File: config.mk
export PLATFORM = sky130hd
export DESIGN_NAME = ret_link_stack
export DESIGN_NICKNAME = d
export VERILOG_FILES = /design/src/rtl/ret_stack_pkg.sv /design/src/rtl/stack_op_decode.sv /design/src/rtl/stack_ptr.sv /design/src/rtl/stack_file.sv /design/src/rtl/ret_link_stack.sv
export SDC_FILE = /design/constraint.sdc
export NUM_CORES = 1
export LEC_CHECK = 0
export ABC_AREA = 1
export ABC_CLOCK_PERIOD_IN_PS = 3200
export CAP_MARGIN = 10
export CORE_MARGIN = 3
export CORE_UTILIZATION = 45
export CTS_CLUSTER_SIZE = 30
export DETAILED_ROUTE_END_ITERATION = 8
export SETUP_SLACK_MARGIN = 0.3
export SYNTH_ARGS = -nofsm -noshare
export SYNTH_HDL_FRONTEND = slang
export SYNTH_SLANG_ARGS = --single-unit
File: constraint.sdc
create_clock -name clk_i -period 3.2 [get_ports clk_i]
set_clock_uncertainty 0.15 [all_clocks]
set_input_delay 0.48 -clock clk_i [delete_from_list [all_inputs] [get_ports clk_i]]
set_output_delay 0.48 -clock clk_i [all_outputs]
set_load 0.01 [all_outputs]
File: src/rtl/ret_stack_pkg.sv
package ret_stack_pkg;
  localparam int unsigned STK_DEPTH = 9;
  localparam int unsigned STK_WIDTH = 12;

  typedef enum logic [1:0] {
    OP_HOLD  = 2'd0,
    OP_PUSH  = 2'd1,
    OP_POP   = 2'd2,
    OP_CLEAR = 2'd3
  } stk_op_e;
endpackage

File: src/rtl/stack_op_decode.sv
module stack_op_decode
  import ret_stack_pkg::*;
(
  input  logic    clr_i,
  input  logic    push_i,
  input  logic    pop_i,
  output stk_op_e op_o
);
  // Priority: clear, then push over pop.
  always_comb begin
    if (clr_i)       op_o = OP_CLEAR;
    else if (push_i) op_o = OP_PUSH;
    else if (pop_i)  op_o = OP_POP;
    else             op_o = OP_HOLD;
  end
endmodule

File: src/rtl/stack_ptr.sv
module stack_ptr
  import ret_stack_pkg::*;
#(
  parameter int unsigned DEPTH = STK_DEPTH,
  localparam int unsigned PW = $clog2(DEPTH + 1),
  localparam int unsigned IW = (DEPTH > 1) ? $clog2(DEPTH) : 1
) (
  input  logic          clk_i,
  input  logic          rst_n_i,
  input  stk_op_e       op_i,
  output logic [PW-1:0] sp_o,
  output logic          wr_en_o,
  output logic [IW-1:0] wr_idx_o,
  output logic          full_o,
  output logic          empty_o
);
  localparam logic [PW-1:0] TOP_CNT = PW'(DEPTH);

  logic [PW-1:0] sp_q;

  assign full_o  = (sp_q == TOP_CNT);
  assign empty_o = (sp_q == '0);
  assign wr_en_o = (op_i == OP_PUSH);
  // A push while full rewrites the highest slot instead of growing.
  assign wr_idx_o = full_o ? IW'(DEPTH - 1) : IW'(sp_q);
  assign sp_o    = sp_q;

  always_ff @(posedge clk_i or negedge rst_n_i) begin
    if (!rst_n_i) begin
      sp_q <= '0;
    end else begin
      unique case (op_i)
        OP_CLEAR: sp_q <= '0;
        OP_PUSH:  if (!full_o)  sp_q <= sp_q + 1'b1;
        OP_POP:   if (!empty_o) sp_q <= sp_q - 1'b1;
        default:  sp_q <= sp_q;
      endcase
    end
  end

  assert_ptr_bounded_R8: assert property (@(posedge clk_i) disable iff (!rst_n_i)
    sp_q <= TOP_CNT);

  assert_pop_empty_stays_R7: assert property (@(posedge clk_i) disable iff (!rst_n_i)
    (empty_o && op_i == OP_POP) |=> (sp_q == '0));

  assert_push_full_saturates_R9: assert property (@(posedge clk_i) disable iff (!rst_n_i)
    (full_o && op_i == OP_PUSH) |=> full_o);

  assert_hold_keeps_ptr_R3: assert property (@(posedge clk_i) disable iff (!rst_n_i)
    (op_i == OP_HOLD) |=> $stable(sp_q));
endmodule

File: src/rtl/stack_file.sv
module stack_file
  import ret_stack_pkg::*;
#(
  parameter int unsigned DEPTH = STK_DEPTH,
  parameter int unsigned WIDTH = STK_WIDTH,
  localparam int unsigned IW = (DEPTH > 1) ? $clog2(DEPTH) : 1
) (
  input  logic             clk_i,
  input  logic             rst_n_i,
  input  logic             wr_en_i,
  input  logic [IW-1:0]    wr_idx_i,
  input  logic [WIDTH-1:0] wr_data_i,
  input  logic [IW-1:0]    rd_idx_i,
  output logic [WIDTH-1:0] rd_data_o
);
  logic [WIDTH-1:0] slot_q [DEPTH];

  for (genvar g = 0; g < DEPTH; g++) begin : g_slot
    always_ff @(posedge clk_i or negedge rst_n_i) begin
      if (!rst_n_i)
        slot_q[g] <= '0;
      else if (wr_en_i && wr_idx_i == IW'(g))
        slot_q[g] <= wr_data_i;
    end
  end

  always_comb begin
    rd_data_o = '0;
    for (int k = 0; k < DEPTH; k++)
      if (rd_idx_i == IW'(k)) rd_data_o = slot_q[k];
  end
endmodule

File: src/rtl/ret_link_stack.sv
module ret_link_stack
  import ret_stack_pkg::*;
#(
  parameter int unsigned DEPTH = STK_DEPTH,
  parameter int unsigned WIDTH = STK_WIDTH
) (
  input  logic             clk_i,
  input  logic             rst_n_i,
  input  logic             clr_i,
  input  logic             push_i,
  input  logic             pop_i,
  input  logic [WIDTH-1:0] push_data_i,
  output logic [WIDTH-1:0] top_o,
  output logic             full_n_o
);
  localparam int unsigned PW = $clog2(DEPTH + 1);
  localparam int unsigned IW = (DEPTH > 1) ? $clog2(DEPTH) : 1;

  stk_op_e          op;
  logic [PW-1:0]    sp;
  logic             wr_en;
  logic [IW-1:0]    wr_idx;
  logic [IW-1:0]    rd_idx;
  logic [WIDTH-1:0] rd_data;
  logic             full;
  logic             empty;

  stack_op_decode u_dec (
    .clr_i  (clr_i),
    .push_i (push_i),
    .pop_i  (pop_i),
    .op_o   (op)
  );

  stack_ptr #(.DEPTH(DEPTH)) u_ptr (
    .clk_i    (clk_i),
    .rst_n_i  (rst_n_i),
    .op_i     (op),
    .sp_o     (sp),
    .wr_en_o  (wr_en),
    .wr_idx_o (wr_idx),
    .full_o   (full),
    .empty_o  (empty)
  );

  // The pointer counts entries; the top entry sits one slot below it.
  assign rd_idx = empty ? '0 : IW'(sp - 1'b1);

  stack_file #(.DEPTH(DEPTH), .WIDTH(WIDTH)) u_file (
    .clk_i     (clk_i),
    .rst_n_i   (rst_n_i),
    .wr_en_i   (wr_en),
    .wr_idx_i  (wr_idx),
    .wr_data_i (push_data_i),
    .rd_idx_i  (rd_idx),
    .rd_data_o (rd_data)
  );

  assign top_o    = empty ? '0 : rd_data;
  assign full_n_o = ~full;

  assert_push_visible_R2: assert property (@(posedge clk_i) disable iff (!rst_n_i)
    (push_i && !clr_i) |=> (top_o == $past(push_data_i)));

  assert_clear_empties_R5: assert property (@(posedge clk_i) disable iff (!rst_n_i)
    clr_i |=> (top_o == '0 && full_n_o));

  assert_idle_top_stable_R3: assert property (@(posedge clk_i) disable iff (!rst_n_i)
    (!clr_i && !push_i && !pop_i) |=> $stable(top_o));
endmodule

* Word level (Yosys, flattened, before mapping)
Index checks and enable logic that the tools add are counted. Widths: inputs -> output; s select.
Operators by class: divide/modulo/power cells 0, muxes and demuxes 18, reductions and logical operators 14, $add $sub $neg 2, magnitude comparators 0, bitwise operators 1, equality and inequality tests 22, multipliers 0, shift-type cells 0
Operators by type and width (number):
- $mux 12 | 10
- $eq 4x3->1 const B | 8
- $eq 4x2->1 const B | 4
- $mux 4 | 4
- $eq 4x4->1 const B | 3
- $logic_not 4->1 | 3
- $pmux 4 s3 | 1
- $logic_and 1x1->1 | 9
- $eq 4x1->1 const B | 2
- $mux 2 | 3
- $add 4x1->4 const B | 1
- $eq 2x2->1 const B | 2
- $ne 2x2->1 const B | 2
- $sub 4x1->4 const B | 1
- $reduce_and 3->1 | 1
- $reduce_bool 3->1 | 1
- $eq 2x1->1 const B | 1
- $not 1->1 | 1
Word-level totals: RAM bits 0, word-level logic and storage cells 67, latch bits 0, memory bits (read-only) 0, memories kept 0, register bits 112

* Depth between registers and ports, before layout
Gate-level depths: netlist of the first run.
depth after elaboration 13, mapped depth 19

* Hierarchy
A second synthesis of the first run with hierarchy kept.
Second synthesis, totals: cells, all modules 701, area, all modules 5550.3 sq um
Modules (own cells, without submodules):
- stack_file | area an instance 4939.7 sq um, times used 1, cells an instance 598
- stack_ptr | area an instance 399.1 sq um, times used 1, cells an instance 58
- ret_link_stack | area an instance 192.7 sq um, times used 1, cells an instance 40
- stack_op_decode | area an instance 18.8 sq um, times used 1, cells an instance 5

* Worst setup path before layout of the first run
OpenSTA, ideal clock, no wires.
path type register -> output, start register u_ptr.sp_q[0] (netlist: u_ptr.sp_o[0]), end output port top_o[9], required time 2570 ps, slack 413 ps, buffers on the path 1, stages on the path, launching flop included 17, arrival time 2157 ps, cells stage by stage dfrtp_1 inv_2 ha_1 nor2_1 nand2_1 nor2_1 nand2_1 nand2_1 buf_2 nand3_1 nand3_1 nand3_1 nand3_1 nand2_1 nand2_1 nand2_1 a21oi_1
On the way: word-level cells in the longest chain between the ends 13
Ends and longest elaborated chain:
- from (decl) | line stack_ptr.sv:19 | logic [PW-1:0] sp_q;
- from (signal assigned) | line stack_ptr.sv:34 | OP_PUSH: if (!full_o) sp_q <= sp_q + 1'b1;
- from (signal assigned) | line stack_ptr.sv:35 | OP_POP: if (!empty_o) sp_q <= sp_q - 1'b1;
- from (signal assigned) | line stack_ptr.sv:36 | default: sp_q <= sp_q;
- $sub 4x1->4 / $logic_not 4->1 (equally long branches) | line ret_link_stack.sv:47, stack_ptr.sv:22
- $mux 4 | line ret_link_stack.sv:47 | assign rd_idx = empty ? '0 : IW'(sp - 1'b1);
- $logic_not 4->1 | line stack_file.sv:30 | if (rd_idx_i == IW'(k)) rd_data_o = slot_q[k];
- $mux 12 (9 in a row) | line stack_file.sv:30
- $mux 12 (*) | line ret_link_stack.sv:59 | assign top_o = empty ? '0 : rd_data;
- to (decl) | line ret_link_stack.sv:13 | output logic [WIDTH-1:0] top_o,
Every way passes the cells marked *; elsewhere a longest branch is shown, timed or not.

* Final worst setup path of the first run
start register u_ptr.sp_q[1] (netlist: u_ptr.sp_o[1]), end output port top_o[9]
Same word-level chain as after synthesis.

==> run_results.csv, run 1 <==
group,metric,value,unit
outcome,outcome,"finished clean",
worst_hold_path,hold_start,"u_file.slot_q[3]",
critical_path,reg2reg_slack,0.84,ns
yosys,post_synth_cell_types,28,
cts,tritoncts.num_buffers,9,
drt,wire_per_inst,16.0,µm
power_and_ir_drop,p_leak,3.24,nW
floorplan,die_area,13700,µm²
sta,finalHoldViolations,0,
floorplan,number_of_i_o_pins,30,
sta,maxSlewHeadroom,54.3,%
sta,timing.fmax,318,MHz
critical_path,timing.reg2reg.worst_path_depth,12,
final_layout,post_layout_nonfiller_instances,906,
drt,drt_drc_violations_left,0,
critical_path,setup_crit_start,"u_ptr.sp_o[1]",
sta,rsz0062_at_grt,"yes",
global_routing,grtUsageTotal,22.6,%
power_and_ir_drop,pwr_density_cell,888,nW/µm²
floorplan,die_height,117,µm
power_and_ir_drop,peakVddDrop,0.407,mV
critical_path,path_common_cell,"sky130_fd_sc_hd__buf_4",
global_routing,grt_overflow,0,
critical_path,worst-path-buf-inv,5,
global_routing,grt_first_pass_wirelength,24.0,mm
floorplan,initial_utilization,47.2,%
sta,hold_ws,0.333,ns
critical_path,startpoint_kind_of_the_worst_setup_timing_path,"register",
drt,detail-route-antenna-nets,0,
floorplan,design.core.area,11700,µm²
critical_path,timing.setup.critical_path_class,"register to primary output",
critical_path,r2r_start,"u_ptr.sp_o[1]",
yosys,synth_top_cell_area_share,50.7,%
yosys,synth_edf_count,0,
drt,met3_length,648,µm
yosys,dominantRegCellSynth,"sky130_fd_sc_hd__dfrtp_1",
yosys,most_frequent_cell_after_synthesis,"sky130_fd_sc_hd__nand2_1",
placement,place.port_buffers,29,
critical_path,critical_path_depth,12,
drt,met1_length,7.10,mm
floorplan,die_w,117,µm
placement,globalplace.congestion,0.903,
yosys,number_of_nets_in_the_synthesized_netlist,727,
yosys,synth_top_cells_by_count,"188 x sky130_fd_sc_hd__nand2_1, 113 x sky130_fd_sc_hd__o21ai_0, 112 x sky130_fd_sc_hd__dfrtp_1, 62 x sky130_fd_sc_hd__a21oi_1, 53 x sky130_fd_sc_hd__nand3_1",
critical_path,timing.critical_path.max_delay_family,"buffers and inverters",
sta,finalSetupViolations,0,
cts,tritoncts,"yes",
drt,detailroute.via_count,4862,
critical_path,worstPathCellList,"buf_4, nor2_4, nand2_1, nand2_2, nand3_4, buf_4, nor3_1, buf_4, inv_2, o21ai_0, a21oi_2, buf_2",
final_layout,share_of_layout_cells_above_drive_strength_1,16.6,%
placement,dpl.hpwl,9.74,mm
critical_path,cp-end-kind,"primary output",
drt,vias_per_cell,5.37,
sta,fin_crit,3.15,ns
yosys,async_reset_ff_share,100,%
drt,total_wire_length,14.5,mm
critical_path,critical_path_required,2.57,ns
sta,report.final.slew_viol_count,0,
job,number_of_max_capacitance_violations_reported,0,
critical_path,regToRegEndpoint,"u_ptr.sp_o[0]",
critical_path,critical_path.endpoint,"top_o[9]",
sta,timing.final.crit_share,98.3,%
drt,met2WireLength,6.67,mm
final_layout,nets,782,
yosys,yosysSeqAreaShare,50.7,%
floorplan,floorplan.rows,39,
final_layout,utilization,57.9,%
cts,clk_latency,0.35,ns
drt,dr.first_iter.drc_count,398,
cts,h-tree-depth,3,
drt,top_layer_used,"met4",
critical_path,critPathArrivalTime,2.52,ns
cts,clock_path_buffers,2,
cts,cts_sinks,112,
sta,finalSetupTns,0,ns
placement,numPlacedInstances,876,
yosys,synth.avg_cell_area,7.87,µm²
yosys,synth_seq_cells,112,
global_routing,number_of_antenna_violations_at_the_first_check_in_global_routing,0,
final_layout,diodes,0,
final_layout,area.growth.synth_to_final,22.5,%
final_layout,final.fill_count,1049,
sta,worst_slew_pin_slew,0.684,ns
global_routing,grt_pass1_vias,4699,
global_routing,largest_net_degree_at_the_start_of_global_routing,49,
critical_path,cp_slowest_cell,"sky130_fd_sc_hd__dfrtp_1",
yosys,synth_top_cells_by_area,"sky130_fd_sc_hd__dfrtp_1 51%, sky130_fd_sc_hd__nand2_1 13%, sky130_fd_sc_hd__o21ai_0 10%",
drt,drt-pass1-iter-count,5,
critical_path,timing.critical_path.fanout_max,13,
yosys,synth_area,5530,µm²
yosys,synth_area_leader_cell,"sky130_fd_sc_hd__dfrtp_1",
power_and_ir_drop,total_power,6.02,mW
worst_hold_path,min_path_type,"register to register",
yosys,netlist_instances,703,
cts,worst_setup_hold_path_clk_slew,0.07,ns
cts,clockRootBuffer,"sky130_fd_sc_hd__clkbuf_16",
critical_path,crit_path_max_incr_delay,0.43,ns
yosys,synthesis.yosys.warnings,0,
## cell type report
type | instances | area (µm²) | share of cell area [%]
repair inverters | 1 | 6.26 | 0.0923
flip-flops and latches | 112 | 2800 | 41.4
repair buffers | 79 | 733 | 10.8
inverters | 56 | 235 | 3.47
multi-input cells | 499 | 2550 | 37.6
clock inverters | 5 | 40.0 | 0.591
clock buffers | 11 | 233 | 3.43
well taps | 143 | 179 | 2.64
## report_power, final
group	internal, mW	switching, mW	leakage [nW]	total [mW]
logic	1.09	1.54	1.69	2.63
clock network	0.536	0.524	0.128	1.06
registers	2.01	0.317	1.42	2.32
total	3.63	2.38	3.24	6.02
## worst min-delay path by stage
stage                             end  slack [ns]  cells past startpoint
floorplan            u_file.slot_q[0]        0.03                      0
global placement    u_file.slot_q[83]        0.31                      2
detailed placement  u_file.slot_q[83]        0.32                      2
CTS                 u_file.slot_q[83]        0.33                      2
global route        u_file.slot_q[62]        0.35                      2
finish               u_file.slot_q[3]        0.33                      2
## worst reg2reg max path, stage by stage (launching register included)
cell                       delay (ns)
sky130_fd_sc_hd__dfrtp_1         0.43
sky130_fd_sc_hd__inv_2           0.14
sky130_fd_sc_hd__ha_4            0.18
sky130_fd_sc_hd__nand3_4         0.15
sky130_fd_sc_hd__buf_4           0.19
sky130_fd_sc_hd__buf_4           0.13
sky130_fd_sc_hd__buf_4           0.18
sky130_fd_sc_hd__nand2_1         0.07
sky130_fd_sc_hd__nand2_1         0.04
sky130_fd_sc_hd__o21ai_0         0.16
sky130_fd_sc_hd__inv_1           0.19
sky130_fd_sc_hd__o211ai_1        0.12
sky130_fd_sc_hd__o21ai_0         0.11
## cell families (layout without fill, tap and decap cells)
| family | Yosys count | count (layout) | share of synthesized area, % |
|---|---|---|---|
| simple gates | 312 | 312 | 24.3 |
| flops | 112 | 112 | 50.7 |
| compound gates | 180 | 180 | 16.5 |
| buf+inv | 92 | 152 | 6.92 |
| fa+ha+maj | 7 | 7 | 1.58 |
## registers in the layout, summed over array words and instances (netlist names)
signal	flops
u_file.slot_q	108
u_ptr.sp_o	4
## timing repair
item / in CTS / in global routing
setup buffers: 9 / 1
gates resized for setup: 89 / 22
pin swaps: 7 / 5
setup endpoints to repair: 12 / 12
hold buffers: 1 / 0
hold endpoints to repair: 37 / 0
gates cloned: 2 / 1
## per-layer routing
metal | up-vias | GRT usage (%)
met2 | 126 | 35.1
met3 | 9 | 5.35
met1 | 2328 | 33.0
met5 | - | 0
met4 | 0 | 3.82
li1 | 2399 | -
## per-stage QoR
step                      setup WS, ns  area (µm²)
after floorplan                  0.413        5530
after global placement          0.0144        6180
after detailed placement       -0.0388        6180
after CTS                        0.127        6670
after global routing           -0.0702        6780
final                           0.0538        6780
## placed cells by master (no fill, tap or decap), drive strengths merged, types with 2 or more instances in the layout
cell             n
nor3             3
dfrtp          112
o211ai           2
clkinvlp         2
clkdlybuf4s50   16
nand4            5
nand3           56
a21oi           62
buf             61
nand2          193
inv             59
nor2            47
o21ai          113
ha               7
or2              8
clkbuf          11
No activity file was read; power rests on OpenSTA's default activity.
==> run 2, diff against run 1 <==
--- a/config.mk
+++ b/config.mk
@@ -5,11 +5,12 @@
 export SDC_FILE = /design/constraint.sdc
 export NUM_CORES = 1
 export LEC_CHECK = 0
-export ABC_AREA = 1
+export ABC_AREA = 0
 export ABC_CLOCK_PERIOD_IN_PS = 3200
 export CAP_MARGIN = 10
 export CORE_MARGIN = 3
 export CORE_UTILIZATION = 45
+export CTS_CLUSTER_DIAMETER = 40
 export CTS_CLUSTER_SIZE = 30
 export DETAILED_ROUTE_END_ITERATION = 8
 export SETUP_SLACK_MARGIN = 0.3
==> run 2 against run 1 <==
  * The flow now finishes with violations (negative setup slack)
  * Worst setup slack lost 0.23 ns
  * Die area rose by 6.5%
  * Register-to-register slack worse by 0.39 ns
  * Critical path depth decreased by 1
  * Global-route usage up 1.9 points
  * Clock power rose by 13%
  * Total power fell by 3.1%
  * Sequential power fell by 6%
  * Non-clock buffer count up 41
  * Fmax down 6.8%
  * Clock-buffer cell count increased by 1
  * Largest cell class is now multi-input combinational cells
==> run_results.csv, run 2 <==
group,metric,value,unit
outcome,outcome,"finished with violations",
outcome,violations,"negative setup slack",
cts,clk_latency,0.36,ns
cts,cts_sinks,112,
cts,worst_setup_hold_path_clk_slew,0.07,ns
drt,detail-route-antenna-nets,0,
floorplan,initial_utilization,46.5,%
floorplan,die_height,121,µm
yosys,synth_adder_area_share,1.48,%
sta,fin_crit,3.38,ns
cts,tritoncts.num_buffers,9,
yosys,synth_top_cell_area_share,47.4,%
final_layout,layout_commonest_cell,"sky130_fd_sc_hd__mux2_2",
sta,rsz0062_at_grt,"yes",
drt,dr.first_iter.drc_count,359,
yosys,yosysSeqAreaShare,47.4,%
critical_path,cp_slowest_cell,"sky130_fd_sc_hd__dfrtp_1",
final_layout,final.fill_count,1110,
yosys,synth_top_cells_by_area,"sky130_fd_sc_hd__dfrtp_1 47%, sky130_fd_sc_hd__mux2_2 22%, sky130_fd_sc_hd__nand2_1 2.4%",
critical_path,crit_path_max_incr_delay,0.40,ns
yosys,synth.avg_cell_area,11.8,µm²
sta,worst_slew_pin_slew,1.12,ns
drt,wire_per_inst,22.0,µm
yosys,synth_simple_gate_area_share,8.36,%
sta,timing.fmax,296,MHz
yosys,muxShareOfSynthArea,22.3,%
final_layout,area.growth.synth_to_final,27.0,%
yosys,synthesis.yosys.warnings,0,
placement,numPlacedInstances,741,
yosys,synth_compound_area_share,16.4,%
final_layout,share_of_layout_cells_above_drive_strength_1,48.6,%
final_layout,nets,622,
global_routing,number_of_antenna_violations_at_the_first_check_in_global_routing,0,
yosys,synth_top_cells_by_count,"115 x sky130_fd_sc_hd__mux2_2, 112 x sky130_fd_sc_hd__dfrtp_1, 38 x sky130_fd_sc_hd__nand2_1, 22 x sky130_fd_sc_hd__a21oi_1, 20 x sky130_fd_sc_hd__nor2_1",
cts,h-tree-depth,3,
critical_path,worstPathCellList,"inv_2, ha_4, and4bb_2, a221oi_4, buf_6, buf_6, o41ai_2, mux2_4, a221oi_4, o31ai_2, buf_2",
global_routing,grt_overflow,0,
cts,clock_path_buffers,2,
final_layout,largest_register,"u_file.slot_q",
yosys,synth-xor-area-share,0.148,%
global_routing,grt_pass1_vias,4633,
critical_path,timing.setup.critical_path_class,"register to primary output",
critical_path,timing.critical_path.max_delay_family,"compound AO/OA/AOI/OAI gates",
drt,total_wire_length,17.0,mm
sta,timing.final.crit_share,106,%
yosys,synth_seq_cells,112,
placement,globalplace.congestion,0.920,
final_layout,largest_register_ffs,108,
drt,detailroute.via_count,4544,
critical_path,worst-path-buf-inv,4,
critical_path,startpoint_kind_of_the_worst_setup_timing_path,"register",
drt,drt-pass1-iter-count,6,
yosys,number_of_nets_in_the_synthesized_netlist,525,
yosys,synth_top_family_by_area,"multiplexers",
yosys,post_synth_cell_types,56,
yosys,synth_area_leader_cell,"sky130_fd_sc_hd__dfrtp_1",
placement,place.port_buffers,29,
drt,drt_drc_violations_left,0,
global_routing,grtUsageTotal,24.5,%
sta,finalHoldViolations,0,
sta,final.setup.worst_slack,-0.177,ns
power_and_ir_drop,p_leak,3.39,nW
cts,tritoncts,"yes",
placement,dpl.hpwl,11.2,mm
drt,vias_per_cell,5.86,
critical_path,cp-end-kind,"primary output",
critical_path,timing.critical_path.fanout_max,4,
floorplan,floorplan.rows,41,
final_layout,diodes,0,
yosys,async_reset_ff_share,100,%
power_and_ir_drop,pwr_density_cell,777,nW/µm²
critical_path,critPathArrivalTime,2.75,ns
worst_hold_path,min_path_type,"register to register",
final_layout,post_layout_nonfiller_instances,775,
floorplan,die_area,14500,µm²
global_routing,grt_first_pass_wirelength,26.6,mm
yosys,netlist_instances,501,
cts,clockRootBuffer,"sky130_fd_sc_hd__clkbuf_16",
yosys,most_frequent_cell_after_synthesis,"sky130_fd_sc_hd__mux2_2",
final_layout,layout.cells.most_common_list,"114 x sky130_fd_sc_hd__mux2_2, 112 x sky130_fd_sc_hd__dfrtp_1, 77 x sky130_fd_sc_hd__buf_4, 38 x sky130_fd_sc_hd__nand2_1, 19 x sky130_fd_sc_hd__a21oi_1",
critical_path,critical_path_required,2.57,ns
critical_path,reg2reg_slack,0.45,ns
floorplan,design.core.area,12700,µm²
power_and_ir_drop,peakVddDrop,0.383,mV
global_routing,largest_net_degree_at_the_start_of_global_routing,48,
sta,finalSetupViolations,12,
sta,report.final.slew_viol_count,0,
yosys,dominantRegCellSynth,"sky130_fd_sc_hd__dfrtp_1",
floorplan,die_w,121,µm
yosys,synth_edf_count,0,
floorplan,number_of_i_o_pins,30,
job,number_of_max_capacitance_violations_reported,0,
sta,finalSetupTns,-1.34,ns
yosys,synth_area,5910,µm²
sta,maxSlewHeadroom,24.9,%
## run 2: changes by cell type after synthesis, moves of 8 or more
cell / previous run / this run
sky130_fd_sc_hd__a211oi_1: 0 / 12
sky130_fd_sc_hd__a21oi_1: 62 / 22
sky130_fd_sc_hd__a221oi_2: 0 / 9
sky130_fd_sc_hd__a22oi_1: 0 / 11
sky130_fd_sc_hd__inv_1: 48 / 10
sky130_fd_sc_hd__mux2_2: 0 / 115
sky130_fd_sc_hd__nand2_1: 188 / 38
sky130_fd_sc_hd__nand3_1: 53 / 1
sky130_fd_sc_hd__nor2_1: 43 / 20
sky130_fd_sc_hd__nor2b_1: 0 / 9
sky130_fd_sc_hd__o21ai_0: 113 / 17
sky130_fd_sc_hd__o221a_2: 0 / 8
sky130_fd_sc_hd__o31ai_1: 1 / 11
sky130_fd_sc_hd__or2_0: 8 / 0
## run 2: worst paths after layout
check / start / endpoint / depth (start not counted)
min in group asynchronous: rst_n_i / u_file.slot_q[37] / 2
worst max-delay path: u_ptr.sp_o[0] / top_o[4] / 11
worst min-delay path: u_file.slot_q[106] / u_file.slot_q[106] / 1
max in group asynchronous: rst_n_i / u_file.slot_q[99] / 3
worst min register to register: u_file.slot_q[106] / u_file.slot_q[106] / 1
worst max register to register: u_ptr.sp_o[0] / u_file.slot_q[1] / 6
## run 2: logic make-up (layout without fill, tap and decap cells)
kind of cell               after synthesis  after routing
muxes                                  117            117
AOI/OAI and AO/OA                      120            120
xor gates and xnor gates                 1              1
DFF                                    112            112
buffers and inverters                   45            147
adders and majority gates                7              7
and+or+nand+nor                         99             99
## run 2: worst reg2reg max path, delay by kind of cell, from the launching register on
kind / cells / cell delay, ns
AOI/OAI and AO/OA: 1 / 0.88
buffers and inverters: 3 / 0.64
adders and majority gates: 1 / 0.22
DFF: 1 / 0.40
muxes: 1 / 0.35
## run 2: what timing repair did
action	4_1_cts	5_1_grt
buffers inserted	15	2
endpoints found under the setup margin	12	12
gates cloned	0	0
hold buffers	1	0
resized for setup	80	22
hold endpoints to repair	9	0
pin swaps	18	20
## run 2: cell type report
type,count,area [µm²],share of cell area (%)
Sequential cell,112,2800,37.3
Tap cell,172,215,2.87
Multi-Input combinational cell,344,3120,41.5
Clock inverter,4,58.8,0.783
Timing Repair Buffer,120,1010,13.5
Clock buffer,12,256,3.42
Inverter,11,41.3,0.550
## run 2: where the power goes
group          switching (mW)  internal, mW  total (mW)
Clock                   0.544         0.661        1.20
Combinational            1.16          1.27        2.43
Sequential              0.282          1.91        2.19
Total                    1.98          3.84        5.83
## run 2: stage by stage
stage	worst slack, ns	utilization [%]	instance area, µm²	power (mW)	hold WS [ns]
6_report	-0.177	59.0	7510	5.83	0.353
3_5_place_dp	-0.429	53.6	6820	4.31	0.333
2_1_floorplan	0.306	-	5920	3.50	0.0344
5_1_grt	-0.314	59.0	7510	6.14	0.369
4_1_cts	-0.277	58.4	7430	5.74	0.352
3_3_place_gp	-0.385	53.6	6820	4.26	0.330
## run 2: per-layer routing
metal,vias up,part of all wire [%],GRT usage [%]
li1,2069,-,-
met1,2328,45,33.0
met2,113,47,38.2
met3,34,4.5,5.89
met4,0,3.4,9.70
met5,-,0,0
